$ cat src/rtl/ccg_pkg.sv
package ccg_pkg;

    localparam int COND_W  = 4;
    localparam int NUM_CC  = 1 << COND_W;
    localparam int NUM_PAIR = 7;

    typedef enum logic [COND_W-1:0] {
        CC_ZS  = 4'd0,  CC_ZC  = 4'd1,
        CC_CS  = 4'd2,  CC_CC  = 4'd3,
        CC_NS  = 4'd4,  CC_NC  = 4'd5,
        CC_VS  = 4'd6,  CC_VC  = 4'd7,
        CC_UGT = 4'd8,  CC_ULE = 4'd9,
        CC_SGE = 4'd10, CC_SLT = 4'd11,
        CC_SGT = 4'd12, CC_SLE = 4'd13,
        CC_ANY = 4'd14, CC_BAD = 4'd15
    } cond_e;

    typedef struct packed {
        logic n;
        logic z;
        logic c;
        logic v;
    } flags_t;

    typedef struct packed {
        logic pass;
        logic wb_en;
        logic flag_en;
        logic bad;
    } gate_out_t;

endpackage

$ cat src/rtl/ccg_pred_table.sv
module ccg_pred_table
    import ccg_pkg::*;
(
    input  flags_t            flags,
    output logic [NUM_CC-1:0] pred_vec
);
    logic [NUM_PAIR-1:0] base;
    logic                sign_agree;

    always_comb begin
        sign_agree = (flags.n == flags.v);
        base[0]    = flags.z;
        base[1]    = flags.c;
        base[2]    = flags.n;
        base[3]    = flags.v;
        base[4]    = flags.c & ~flags.z;
        base[5]    = sign_agree;
        base[6]    = ~flags.z & sign_agree;
    end

    // Each even code tests a term, the following odd code its inverse.
    for (genvar p = 0; p < NUM_PAIR; p++) begin : g_pair
        assign pred_vec[2*p]   = base[p];
        assign pred_vec[2*p+1] = ~base[p];
    end

    assign pred_vec[CC_ANY] = 1'b1;
    assign pred_vec[CC_BAD] = 1'b0;
endmodule

$ cat src/rtl/ccg_select.sv
module ccg_select
    import ccg_pkg::*;
(
    input  logic [COND_W-1:0] cond,
    input  logic [NUM_CC-1:0] pred_vec,
    output logic              pass,
    output logic              bad
);
    always_comb begin
        pass = pred_vec[cond];
        bad  = (cond == CC_BAD);
    end
endmodule

$ cat src/rtl/ccg_strobe_gate.sv
module ccg_strobe_gate (
    input  logic pass,
    input  logic wb_req,
    input  logic flag_req,
    output logic wb_en,
    output logic flag_en
);
    always_comb begin
        wb_en   = wb_req & pass;
        flag_en = flag_req & pass;
    end
endmodule

$ cat src/rtl/cond_gate_unit.sv
module cond_gate_unit
    import ccg_pkg::*;
#(
    parameter bit REG_OUT = 1'b1
) (
    input  logic              clk,
    input  logic              rst_n,
    input  logic [COND_W-1:0] cond_i,
    input  logic [3:0]        flags_i,
    input  logic              wb_req_i,
    input  logic              flag_req_i,
    output logic              pass_o,
    output logic              wb_en_o,
    output logic              flag_en_o,
    output logic              cond_bad_o
);
    logic [NUM_CC-1:0] pred_vec;
    logic              pass_w;
    logic              bad_w;
    logic              wb_w;
    logic              fl_w;
    gate_out_t         res_d;
    gate_out_t         res_q;

    ccg_pred_table u_table (
        .flags    (flags_t'(flags_i)),
        .pred_vec (pred_vec)
    );

    ccg_select u_sel (
        .cond     (cond_i),
        .pred_vec (pred_vec),
        .pass     (pass_w),
        .bad      (bad_w)
    );

    ccg_strobe_gate u_gate (
        .pass     (pass_w),
        .wb_req   (wb_req_i),
        .flag_req (flag_req_i),
        .wb_en    (wb_w),
        .flag_en  (fl_w)
    );

    always_comb begin
        res_d         = '0;
        res_d.pass    = pass_w;
        res_d.wb_en   = wb_w;
        res_d.flag_en = fl_w;
        res_d.bad     = bad_w;
    end

    if (REG_OUT) begin : g_reg
        always_ff @(posedge clk or negedge rst_n) begin
            if (!rst_n) res_q <= '0;
            else        res_q <= res_d;
        end
    end else begin : g_comb
        assign res_q = res_d;
    end

    assign pass_o     = res_q.pass;
    assign wb_en_o    = res_q.wb_en;
    assign flag_en_o  = res_q.flag_en;
    assign cond_bad_o = res_q.bad;
endmodule

$ cat config.mk
export PLATFORM = sky130hd
export DESIGN_NAME = cond_gate_unit
export DESIGN_NICKNAME = d
export VERILOG_FILES = /design/src/rtl/ccg_pkg.sv /design/src/rtl/ccg_pred_table.sv /design/src/rtl/ccg_select.sv /design/src/rtl/ccg_strobe_gate.sv /design/src/rtl/cond_gate_unit.sv
export SDC_FILE = /design/constraint.sdc
export NUM_CORES = 1
export LEC_CHECK = 0
export BUFFER_PORTS_ARGS = -buffer_cell sky130_fd_sc_hd__clkbuf_2
export CORE_AREA = 2 2 39 41
export DETAILED_ROUTE_END_ITERATION = 6
export DIE_AREA = 0 0 41 43
export PLACE_DENSITY = 0.59
export SLEW_MARGIN = 20
export SYNTH_ARGS = -nofsm -noshare
export SYNTH_HDL_FRONTEND = slang
export SYNTH_HIERARCHICAL = 1
export SYNTH_SLANG_ARGS = --single-unit
$ cat constraint.sdc
create_clock -name clk -period 1.2 [get_ports clk]
set_clock_uncertainty 0.1 [all_clocks]
set_input_delay 0.06 -clock clk [delete_from_list [all_inputs] [get_ports clk]]
set_output_delay 0.06 -clock clk [all_outputs]
set_load 0.005 [all_outputs]
==> results.txt <==
unrepaired setup endpoints after global routing - yes
switching part of the total - 23.9%
top cell type's share of synthesized area - 28.4%
Seq pwr share - 33.5%
#FFs+latches synth - 4
syn_area_per_cell - 11.2 µm²
Clock Pin Slew Worst Setup and Hold Paths - 0.04 ns
clk root buf - clkbuf_4
clk buf depth - 2
GRT overflow - 0
PD cells - 886 nW/µm²
Routed Antenna Nets - 0
synth top area cells - mux4_1, dfrtp_1, buf_4, mux2i_1, xnor2_2
initial antenna violation count - 0
Final Non-Filler Cells - 66
Die H - 43 µm
Peak VDD IR - 0.000240 V
DIE AREA - 1760 µm²
fin. max-slew vios - 0
post-synthesis adder-cell area fraction - 0%
CP Capture Type - flip-flop
# Max-Cap Violations - 0
overall track demand over capacity in global routing - 9.90%
vias in the first global route - 318
area of the multi-input gates - 203 µm²
# setup viols final - 2
Crit path required time - 1.22 ns
Logic pwr share - 30.5%
sequential area share after synthesis - 27.0%
number of diodes - 0
fillers - 158
vias - 282
Clk pwr share - 36.1%
Post-DP HPWL - 509 µm
outcome - complete, but fails checks
switching pwr - 0.000109 W
main combinational cell family by area after synthesis - multiplexers
first-pass GRT wire length - 1120 µm
Iter 0 DRT Violations - 0
area leader, netlist - mux4_1
Wirelength per Cell - 9.74 µm
Hold WC Path Type - input port to async pin
Placed Cells - 58
highest clock rate - 806 MHz
cells after synthesis - 33
Core Rows - 14
Cell Area, Synth - 370 µm²
WL final - 643 µm
failing checks - setup timing
Pleak - 0.271 nW
I/O pin total - 16
simple-gate share of the synthesized area - 10.8%
commonest cells after routing, fill and taps aside - clkbuf_2, dfrtp_1, dlygate4sd3_1, inv_1
mux cell area share after synthesis - 36.5%
WP data arrival - 1.26 ns
final setup margin - -0.0413 ns
Post-Syn Nets - 45
crit-path max FO - 3
most common cell after layout, fill and taps aside - clkbuf_2
Starting Density - 26.8%
share of layout cells above drive strength 1 - 52.0%
Residual DRC - 0
Storage cell area - 100 µm²
clock sink total - 4
P_int - 0.000347 W
CORE AREA - 1380 µm²
H-tree depth - 1
fin nets - 64
CTS tree - built
Die W - 41 µm
port buffer count - 15
Final period util - 103%
crit path kind - input port to flip-flop
largest net degree at the start of global routing - 6
Fin Hold WS - 0.0682 ns
fin crit period - 1.24 ns
vias per cell - 4.27
startpoint types - input port
Synth cell types - 13
xor/xnor share of the synthesized area - 4.39%
YS warnings - 6
CTS Buf Count - 3
layout overhead on the synthesized area - 38.9%
Compound-Gate Fraction of Synth Area - 0%
Hold Vio Cnt, Final - 0
DR pass1 iterations - 1
GP Congestion - 0.625
[worst paths after layout]
kind	from	slack [ns]	end
worst min-delay path	rst_n	0.07	wb_en_o
min in group clk	cond_i[2]	0.10	cond_bad_o
max in group asynchronous	rst_n	0.81	flag_en_o
worst max-delay path	flags_i[3]	-0.04	wb_en_o
[cell type report]
cell class,instances,area share (%)
repair buffers,21,29.2
flip-flops and latches,4,19.5
clock buffers,3,4.38
multi-input cells,17,39.4
inverters,5,3.65
well taps,16,3.89
[critical path, cell delays in order]
cell	delay, ns
buf_8	0.10
xnor2_4	0.17
nand2_1	0.07
mux4_2	0.45
mux2i_1	0.15
mux2i_1	0.12
and2_1	0.15
[synth_stat cells (all sizes together)]
master	instances
and4	1
mux2i	3
nand2	2
and2	2
dfrtp	4
conb	2
xnor2	1
nor2	2
buf	7
mux4	4
inv	5
[power by group through the flow]
stage                     logic (W)  clock network (W)  registers, W
final                      0.000139           0.000164      0.000152
after global routing       0.000158           0.000190      0.000155
after CTS                  0.000134           0.000176      0.000152
after detailed placement   0.000120                  0      0.000154
after global placement     0.000118                  0      0.000154
after floorplan           0.0000829                  0      0.000156
[per-layer routing]
metal,global-route usage (%),wire (µm),part of all wire [%]
met4,8.00,0,0
met1,8.20,238,37
met3,3.14,57,8.9
met5,0,0,0
met2,17.2,347,54
[per-stage QoR]
| step | worst slack, ns | instance area [µm²] | setup TNS [ns] | util (%) | power, W |
|---|---|---|---|---|---|
| 5_1_grt | -0.151 | 514 | -0.313 | 37.2 | 0.000503 |
| 2_1_floorplan | -0.121 | 378 | -0.224 | - | 0.000239 |
| 3_5_place_dp | -0.365 | 424 | -0.936 | 30.7 | 0.000274 |
| 4_1_cts | -0.0862 | 498 | -0.152 | 36.0 | 0.000462 |
| 6_report | -0.0413 | 514 | -0.0797 | 37.2 | 0.000456 |
| 3_3_place_gp | -0.340 | 424 | -0.859 | 30.7 | 0.000271 |
[timing repair]
| action | CTS | global route |
|---|---|---|
| setup endpoints to repair | 2 | 3 |
| setup buffers | 0 | 1 |
| hold buffers | 4 | 0 |
| resized for setup | 3 | 4 |
| pin swaps | 4 | 3 |
| hold endpoints to repair | 7 | 0 |
[flip-flops by register name, summed over array words and instances, names as in the netlist]
register,cells
cond_bad_o,1
pass_o,1
wb_en_o,1
flag_en_o,1
[logic make-up (layout without fill, tap and decap cells)]
kind of cell / after synthesis / after routing
buf+inv: 12 / 29
mux: 7 / 7
other cells: 2 / 2
flops: 4 / 4
simple gates: 7 / 7
xor+xnor: 1 / 1
(Power assumes the default switching activity.)
